$ cat config.mk
export PLATFORM = sky130hd
export DESIGN_NAME = cmd_frame_asm
export DESIGN_NICKNAME = d
export VERILOG_FILES = /design/src/rtl/cmd_frm_pkg.sv /design/src/rtl/cmd_frm_ctr.sv /design/src/rtl/cmd_frm_store.sv /design/src/rtl/cmd_frm_out.sv /design/src/rtl/cmd_frame_asm.sv
export SDC_FILE = /design/constraint.sdc
export NUM_CORES = 1
export LEC_CHECK = 0
export CAP_MARGIN = 20
export CORE_AREA = 2 2 123 148
export CTS_BUF_LIST = sky130_fd_sc_hd__clkbuf_8 sky130_fd_sc_hd__clkbuf_16
export CTS_CLUSTER_DIAMETER = 120
export CTS_CLUSTER_SIZE = 8
export DETAILED_ROUTE_END_ITERATION = 10
export DIE_AREA = 0 0 125 150
export DONT_BUFFER_PORTS = 1
export GPL_TIMING_DRIVEN = 0
export PLACE_DENSITY_LB_ADDON = 0.08
export SETUP_SLACK_MARGIN = 0.4
export SYNTH_ARGS = -nofsm -noshare
export SYNTH_HDL_FRONTEND = slang
export SYNTH_SLANG_ARGS = --single-unit
$ cat constraint.sdc
create_clock -name clk -period 2.5 [get_ports clk]
set_input_delay 0.25 -clock clk [delete_from_list [all_inputs] [get_ports clk]]
set_output_delay 0.25 -clock clk [all_outputs]
set_load 0.1 [all_outputs]
$ cat src/rtl/cmd_frm_pkg.sv
package cmd_frm_pkg;
    localparam int unsigned DEF_WORD_W    = 32;
    localparam int unsigned DEF_FRAME_LEN = 9;
    localparam logic [31:0] DEF_END_MARK  = 32'hE0F0_5A09;

    typedef enum logic {
        OS_COLLECT = 1'b0,
        OS_PENDING = 1'b1
    } out_state_e;
endpackage

$ cat src/rtl/cmd_frm_ctr.sv
module cmd_frm_ctr #(
    parameter int unsigned FRAME_LEN = 9,
    localparam int unsigned IDX_W = $clog2(FRAME_LEN)
) (
    input  logic             clk,
    input  logic             rst,
    input  logic             adv,
    output logic [IDX_W-1:0] idx,
    output logic             at_last
);
    localparam logic [IDX_W-1:0] LAST_IDX = IDX_W'(FRAME_LEN - 1);

    typedef struct packed {
        logic [IDX_W-1:0] idx;
    } ctr_t;

    ctr_t st_d, st_q;

    always_comb begin
        st_d = st_q;
        if (adv) begin
            if (st_q.idx == LAST_IDX) st_d.idx = '0;
            else                      st_d.idx = st_q.idx + 1'b1;
        end
    end

    always_ff @(posedge clk) begin
        if (rst) st_q <= '0;
        else     st_q <= st_d;
    end

    assign idx     = st_q.idx;
    assign at_last = (st_q.idx == LAST_IDX);
endmodule

$ cat src/rtl/cmd_frm_store.sv
module cmd_frm_store #(
    parameter int unsigned WORD_W = 32,
    parameter int unsigned SLOTS  = 8,
    parameter int unsigned IDX_W  = 4
) (
    input  logic                    clk,
    input  logic                    rst,
    input  logic                    wr_en,
    input  logic [IDX_W-1:0]        wr_idx,
    input  logic [WORD_W-1:0]       wr_data,
    output logic [SLOTS*WORD_W-1:0] slots
);
    typedef struct packed {
        logic [SLOTS-1:0][WORD_W-1:0] word;
    } store_t;

    store_t st_d, st_q;
    logic [SLOTS-1:0] hit;

    for (genvar s = 0; s < SLOTS; s++) begin : g_slot
        assign hit[s] = wr_en && (wr_idx == IDX_W'(s));
    end

    always_comb begin
        st_d = st_q;
        for (int s = 0; s < SLOTS; s++) begin
            if (hit[s]) st_d.word[s] = wr_data;
        end
    end

    always_ff @(posedge clk) begin
        if (rst) st_q <= '0;
        else     st_q <= st_d;
    end

    assign slots = st_q.word;
endmodule

$ cat src/rtl/cmd_frm_out.sv
module cmd_frm_out
    import cmd_frm_pkg::*;
(
    input  logic clk,
    input  logic rst,
    input  logic mark_seen,
    input  logic mark_ok,
    input  logic take,
    output logic pending,
    output logic err
);
    typedef struct packed {
        out_state_e state;
        logic       err;
    } out_t;

    out_t st_d, st_q;

    always_comb begin
        st_d     = st_q;
        st_d.err = 1'b0;
        unique case (st_q.state)
            OS_COLLECT: begin
                if (mark_seen) begin
                    if (mark_ok) st_d.state = OS_PENDING;
                    else         st_d.err   = 1'b1;
                end
            end
            OS_PENDING: begin
                if (take) st_d.state = OS_COLLECT;
            end
            default: st_d.state = OS_COLLECT;
        endcase
    end

    always_ff @(posedge clk) begin
        if (rst) st_q <= '{state: OS_COLLECT, err: 1'b0};
        else     st_q <= st_d;
    end

    assign pending = (st_q.state == OS_PENDING);
    assign err     = st_q.err;
endmodule

$ cat src/rtl/cmd_frame_asm.sv
module cmd_frame_asm
    import cmd_frm_pkg::*;
#(
    parameter int unsigned     WORD_W    = DEF_WORD_W,
    parameter int unsigned     FRAME_LEN = DEF_FRAME_LEN,
    parameter logic [WORD_W-1:0] END_MARK = WORD_W'(DEF_END_MARK),
    localparam int unsigned    SLOTS     = FRAME_LEN - 1,
    localparam int unsigned    ARGS      = FRAME_LEN - 2,
    localparam int unsigned    IDX_W     = $clog2(FRAME_LEN)
) (
    input  logic                   clk,
    input  logic                   rst,
    input  logic                   in_valid,
    output logic                   in_ready,
    input  logic [WORD_W-1:0]      in_data,
    output logic                   out_valid,
    input  logic                   out_ready,
    output logic [WORD_W-1:0]      out_opcode,
    output logic [ARGS*WORD_W-1:0] out_args,
    output logic                   frm_err
);
    logic                    accept;
    logic                    at_last;
    logic [IDX_W-1:0]        word_idx;
    logic [SLOTS*WORD_W-1:0] slot_bus;
    logic                    pending;

    assign in_ready = !pending;
    assign accept   = in_valid && in_ready;

    cmd_frm_ctr #(
        .FRAME_LEN(FRAME_LEN)
    ) ctr_i (
        .clk    (clk),
        .rst    (rst),
        .adv    (accept),
        .idx    (word_idx),
        .at_last(at_last)
    );

    cmd_frm_store #(
        .WORD_W(WORD_W),
        .SLOTS (SLOTS),
        .IDX_W (IDX_W)
    ) store_i (
        .clk    (clk),
        .rst    (rst),
        .wr_en  (accept && !at_last),
        .wr_idx (word_idx),
        .wr_data(in_data),
        .slots  (slot_bus)
    );

    cmd_frm_out out_i (
        .clk      (clk),
        .rst      (rst),
        .mark_seen(accept && at_last),
        .mark_ok  (in_data == END_MARK),
        .take     (out_ready),
        .pending  (pending),
        .err      (frm_err)
    );

    assign out_valid  = pending;
    assign out_opcode = slot_bus[WORD_W-1:0];
    assign out_args   = slot_bus[SLOTS*WORD_W-1:WORD_W];
endmodule

==> results of run 1 <==
## flip-flops by register name, indices dropped and copies added, names as in the netlist
name           cells
out_i.pending      1
store_i.slots    256
out_i.err          1
ctr_i.idx          4
## cell usage after synthesis
cell type | instances | share of area, %
nand2_1 | 526 | 21
dfxtp_1 | 262 | 56
a21oi_1 | 259 | 14
clkbuf_1 | 80 | 3.2
buf_2 | 33 | 1.8
nor2_1 | 6 | 0.24
and2_1 | 5 | 0.33
and2_0 | 4 | 0.27
ha_1 | 4 | 0.53
inv_1 | 4 | 0.16
o21ai_0 | 4 | 0.21
buf_4 | 3 | 0.24
nor4_1 | 2 | 0.13
nor4b_1 | 2 | 0.19
nor4bb_1 | 2 | 0.21
a22o_1 | 1 | 0.094
and4bb_2 | 1 | 0.13
buf_1 | 1 | 0.040
buf_6 | 1 | 0.12
mux2i_1 | 1 | 0.11
nand2b_1 | 1 | 0.067
nand3_1 | 1 | 0.053
nand4_1 | 1 | 0.067
nand4b_4 | 1 | 0.25
nor2b_1 | 1 | 0.067
nor3_1 | 1 | 0.053
nor4_2 | 1 | 0.13
nor4b_4 | 1 | 0.25
or4_4 | 1 | 0.12
## worst reg2reg max path: cells and delay by family, from the launching register on
kind	cells	cell delay, ps
flip-flops	1	580
buffers and inverters	1	430
AND/OR/NAND/NOR	3	750
AO/OA/AOI/OAI	1	170
## final timing paths
path / end / slack, ps / start / depth (start not counted)
setup reg to reg: store_i.slots[155]$_SDFFE_PP0P_ / 490 / out_i.pending$_SDFF_PP0_ / 5
hold reg to reg: ctr_i.idx[0]$_SDFFE_PP0N_ / 530 / ctr_i.idx[0]$_SDFFE_PP0N_ / 2
setup / recovery: store_i.slots[155]$_SDFFE_PP0P_ / 490 / out_i.pending$_SDFF_PP0_ / 5
hold / removal: store_i.slots[122]$_SDFFE_PP0P_ / 40 / in_data[26] / 3
## layout make-up
cell class,instances,area (um2),share of cell area (%)
buffer,118,507,4.74
timing repair buffer,1,10.0,0.0936
inverter,4,15.0,0.140
clock buffer,42,1040,9.72
multi-input combinational,826,3600,33.7
sequential,262,5250,49.1
tap,220,275,2.57
## layer usage
layer,up-vias,track usage [%]
met5,-,0
met4,0,13.1
met3,82,10.6
met2,363,51.5
met1,3764,36.0
li1,3919,-
## where the power goes
| group | total (mW) | leakage [nW] | internal, mW | switching [mW] |
|---|---|---|---|---|
| Clock | 4.58 | 0.512 | 2.88 | 1.70 |
| Sequential | 4.84 | 2.12 | 4.26 | 0.579 |
| Combinational | 0.434 | 1.04 | 0.106 | 0.329 |
## cell families after synthesis
kind of cell	count (synthesis)	share of synthesized area [%]
flops	262	56.0
compound gates	264	14.2
buf+inv	122	5.53
mux	1	0.107
simple gates	557	23.7
fa+ha+maj	4	0.534
## what timing repair did
action,4_1_cts,5_1_grt
setup endpoints to repair,245,28
hold buffers,1,0
resized for setup,2,7
hold endpoints to repair,1,0
## stage by stage
| stage | setup TNS [ps] | util, % |
|---|---|---|
| 4_1_cts | 0 | 61.5 |
| 2_1_floorplan | 0 | - |
| 3_3_place_gp | -593 | 55.5 |
| 5_1_grt | 0 | 61.6 |
| 3_5_place_dp | -1210 | 55.5 |
| 6_report | 0 | 61.6 |
==> flow_metrics.env, run 1 <==
export IMPL_status="completed"
export IMPL_topRoutingLayerUsed="met4"
export IMPL_fin_total_pwr_mw=9.85
export IMPL_placed_area_um2=9640
export IMPL_ioPinCount=295
export IMPL_drv_slew=0
export IMPL_drt_initial_drc_count=445
export IMPL_clk_latency_ps=510
export IMPL_grt_start_max_net_pins=11
export IMPL_hold_viol=0
export IMPL_finalCritPeriodShare_pct=80.3
export IMPL_die_w_um=125
export IMPL_netlist_area_um2=9360
export IMPL_ys_ff_latch=262
export IMPL_dp_hpwl_um=20500
export IMPL_slowest_delay_ps=580
export IMPL_power_density_nw_per_um2=921
export IMPL_arrival_ps=2440
export IMPL_drive_gt1_share_pct=7.02
export IMPL_worstPathRequired_ps=2930
export IMPL_whs_ps=35.6
export IMPL_crit_path_cell_trace="and4bb_2 > nand2_1 > clkbuf_1 > nand2_1 > a21oi_1"
export IMPL_syn_instance_count=1210
export IMPL_fill_cells=1625
export IMPL_gp_congestion=0.855
export IMPL_postCtsSetupBuffers=0
export IMPL_drc_errors=0
export IMPL_m1WireLength_um=11400
export IMPL_path_common_cell="nand2_1"
export IMPL_grt_usage_pct=30.7
export IMPL_worst_setup_path_end_kind="flop"
export IMPL_cp_slowest_cell="dfxtp_4"
export IMPL_placedCellCount=1430
export IMPL_min_path_type="in2reg"
export IMPL_setup_slack_ps=492
export IMPL_routed_wl_um=29900
export IMPL_grt_pass1_vias=7719
export IMPL_drt_pass1_iter_count=5
export IMPL_cts_root_buffer="clkbuf_16"
export IMPL_nets=1291
export IMPL_cpLargestDelayFamily="simple AND/OR/NAND/NOR gates"
export IMPL_avgViaCountPerCell=5.52
export IMPL_final_cells=1473
export IMPL_fin_area_um2=10700
export IMPL_ys_warn_count=0
export IMPL_crit_buf_inv=1
export IMPL_antenna_found_initial=0
export IMPL_mostFrequentLayoutCells="526 x nand2_1, 261 x dfxtp_1, 259 x a21oi_1"
export IMPL_period_needed_ps=2010
export IMPL_cts_buffers=38
export IMPL_diodes=0
export IMPL_num_vias=8128
export IMPL_seq_area_frac_synth_pct=56.0
export IMPL_route_met3_wl_um=3030
export IMPL_grt_ovfl_total=0
export IMPL_syn_avg_cell_area_um2=7.74
export IMPL_dieArea_um2=18800
export IMPL_ir_worst_vdd_uv=599
export IMPL_crit_type="reg2reg"
export IMPL_tightest_slew_ps=1090
export IMPL_preCtsSetupSlack_ps=-59.7
export IMPL_clk_path_buf_depth=3
export IMPL_wl_per_cell_um=20.3
export IMPL_fmax_mhz=498
export IMPL_layout_commonest_cell="nand2_1"
export IMPL_critPathMaxFanout=10
export IMPL_rows=53
export IMPL_grt_pass1_wl_um=44700
export IMPL_setup_viol_count_final=0
export IMPL_clkSinkCount=262
export IMPL_synthDistinctLibCells=29
export IMPL_htreeDepth=2
export IMPL_fp_dieH_um=150
export IMPL_clock_skew_ps=15.9
export IMPL_leakage_nw=3.67
export IMPL_synthesis_nets=1250
export IMPL_drtAntennaViolNets=0
export IMPL_slew_headroom_pct=27.0
export IMPL_core_area_um2=17400
export IMPL_clk_pin_slew_ps=60
export IMPL_rsz0062_at_grt="true"
export IMPL_maxCapViolCount=0
export IMPL_met2_length_um=14400
export IMPL_area_growth_pct=14.2
export IMPL_cp_start_kind="flop"
export IMPL_port_buffers=0
export IMPL_start_util_pct=53.9
export IMPL_cts_tree="yes"
Note: power is estimated with default switching activity, not from simulation.
==> inputs of run 2 (changes only) <==
==> constraint.sdc (replaced) <==
create_clock -name clk -period 1.6 [get_ports clk]
set_input_delay 0.16 -clock clk [delete_from_list [all_inputs] [get_ports clk]]
set_output_delay 0.16 -clock clk [all_outputs]
set_load 0.1 [all_outputs]
==> run 2 against run 1 <==
The run now ends with setup timing left. Total power increased by 61%. Sequential power increased by 57%. Cell count increased by 4.5%. Fmax increased by 11%. First-iteration DRC count increased by 25%. Wire length increased by 23%. Utilization increased by 22 points. Sequential share of layout area decreased by 12 points. Critical path depth increased by 3. Critical path type unchanged.
==> flow_metrics.env, run 2 (synthesis gave the netlist of run 1 again) <==
export IMPL_status="complete, but fails checks"
export IMPL_violations="setup timing"
export IMPL_clkSinkCount=262
export IMPL_avgViaCountPerCell=5.94
export IMPL_ioPinCount=295
export IMPL_ir_worst_vdd_uv=968
export IMPL_clock_skew_ps=22.2
export IMPL_htreeDepth=2
export IMPL_fill_cells=987
export IMPL_clk_pin_slew_ps=50
export IMPL_fmax_mhz=553
export IMPL_drt_pass1_iter_count=7
export IMPL_cts_buffers=38
export IMPL_area_growth_pct=54.2
export IMPL_diodes=0
export IMPL_fin_total_pwr_mw=15.9
export IMPL_grt_use_met2_pct=56.1
export IMPL_cts_root_buffer="clkbuf_16"
export IMPL_grt_usage_pct=33.0
export IMPL_crit_path_cell_trace="nor4b_4 > buf_6 > and2_4 > buf_8 > buf_6 > buf_8 > nand2_2 > a21oi_2"
export IMPL_worst_setup_path_end_kind="flop"
export IMPL_cts_tree="yes"
export IMPL_layout_commonest_cell="nand2_1"
export IMPL_hold_viol=0
export IMPL_start_util_pct=53.9
export IMPL_drc_errors=0
export IMPL_period_needed_ps=1810
export IMPL_grt_pass1_vias=7984
export IMPL_num_vias=9134
export IMPL_core_area_um2=17400
export IMPL_setup_slack_ps=-210
export IMPL_grtUsageMet1_pct=39.2
export IMPL_drive_gt1_share_pct=45.9
export IMPL_cp_slowest_cell="dfxtp_4"
export IMPL_slew_headroom_pct=24.2
export IMPL_setup_viol_count_final=490
export IMPL_utilization_pct=83.1
export IMPL_dieArea_um2=18800
export IMPL_mostFrequentLayoutCells="302 x nand2_1, 242 x dfxtp_1, 178 x a21oi_2"
export IMPL_nets=1357
export IMPL_min_path_type="in2reg"
export IMPL_arrival_ps=2240
export IMPL_fp_dieH_um=150
export IMPL_leakage_nw=5.46
export IMPL_grt_pass1_wl_um=47700
export IMPL_drtAntennaViolNets=0
export IMPL_critPathMaxFanout=7
export IMPL_maxCapViolCount=0
export IMPL_clk_path_buf_depth=3
export IMPL_drt_initial_drc_count=557
export IMPL_worstPathRequired_ps=2030
export IMPL_cp_start_kind="flop"
export IMPL_grt_start_max_net_pins=11
export IMPL_slowest_delay_ps=460
export IMPL_routed_wl_um=36900
export IMPL_clk_latency_ps=510
export IMPL_finalCritPeriodShare_pct=113
export IMPL_port_buffers=0
export IMPL_gp_congestion=0.886
export IMPL_tightest_slew_ps=1140
export IMPL_rsz0062_at_grt="true"
export IMPL_grt_ovfl_total=0
export IMPL_grtUsageMet3_pct=10.4
export IMPL_power_density_nw_per_um2=1100
export IMPL_die_w_um=125
export IMPL_wl_per_cell_um=24.0
export IMPL_drv_slew=0
export IMPL_antenna_found_initial=0
export IMPL_crit_type="reg2reg"
export IMPL_largest_reg_flops=256
export IMPL_dp_hpwl_um=20500
export IMPL_grt_busiest_layer="met2"
export IMPL_rows=53
[run 2: changes by cell type in the layout (fill, tap and decap cells not counted), sizes merged]
cell / delta
clkbuf: +14
dlygate4sd3: +8
inv: +2
buf: +42
[run 2: routing by layer]
metal | vias to the layer above | wire (um)
li1 | 4076 | -
met1 | 4424 | 13300
met2 | 488 | 18200
met3 | 146 | 3530
met4 | 0 | 1820
met5 | - | 0
[run 2: critical path, delay by kind of cell (launching register included)]
kind	cells	cell delay (ps)
AO/OA/AOI/OAI	1	180
buffers and inverters	4	560
flip-flops	1	460
AND/OR/NAND/NOR	3	540
[run 2: metrics by stage]
stage	cell area [um2]	std cells	setup WS [ps]	setup TNS [ps]	hold slack [ps]
after floorplan	9560	1210	117	0	370
after global placement	9830	1430	-321	-57460	386
after detailed placement	9830	1430	-331	-58070	395
after CTS	12100	1516	-194	-33980	44.6
after global routing	14400	1539	-276	-54580	71.3
final	14400	1539	-210	-37450	48.9
[run 2: worst paths after layout]
kind | depth (start not counted) | end | slack [ps] | start
worst max-delay path | 8 | store_i.slots[46]$_SDFFE_PP0P_ | -210 | out_i.pending$_SDFF_PP0_
worst min-delay path | 4 | ctr_i.idx[0]$_SDFFE_PP0N_ | 50 | in_valid
worst max register to register | 8 | store_i.slots[46]$_SDFFE_PP0P_ | -210 | out_i.pending$_SDFF_PP0_
worst min register to register | 2 | ctr_i.idx[2]$_SDFFE_PP0N_ | 560 | ctr_i.idx[2]$_SDFFE_PP0N_
[run 2: what timing repair did]
item | 4_1_cts | 5_1_grt
hold buffers | 9 | 0
pin swaps | 61 | 212
gates cloned | 19 | 16
setup endpoints to repair | 521 | 521
gates resized for setup | 243 | 520
endpoints found under the hold margin | 42 | 0
setup buffers | 16 | 7
[run 2: power by group]
group          total [mW]  switching, mW  internal, mW
Sequential           7.58          0.934          6.64
Combinational        1.32          0.841         0.478
Clock                7.02           2.71          4.31
Total                15.9           4.48          11.4
[run 2: cell type report]
class | instances | area (um2) | area share, %
Inverter | 4 | 15.0 | 0.104
Clock buffer | 40 | 990 | 6.85
Clock inverter | 2 | 12.5 | 0.0866
Multi-Input combinational cell | 826 | 5660 | 39.2
Buffer | 118 | 1130 | 7.84
Sequential cell | 262 | 5300 | 36.7
Tap cell | 220 | 275 | 1.91
Timing Repair Buffer | 67 | 1050 | 7.29
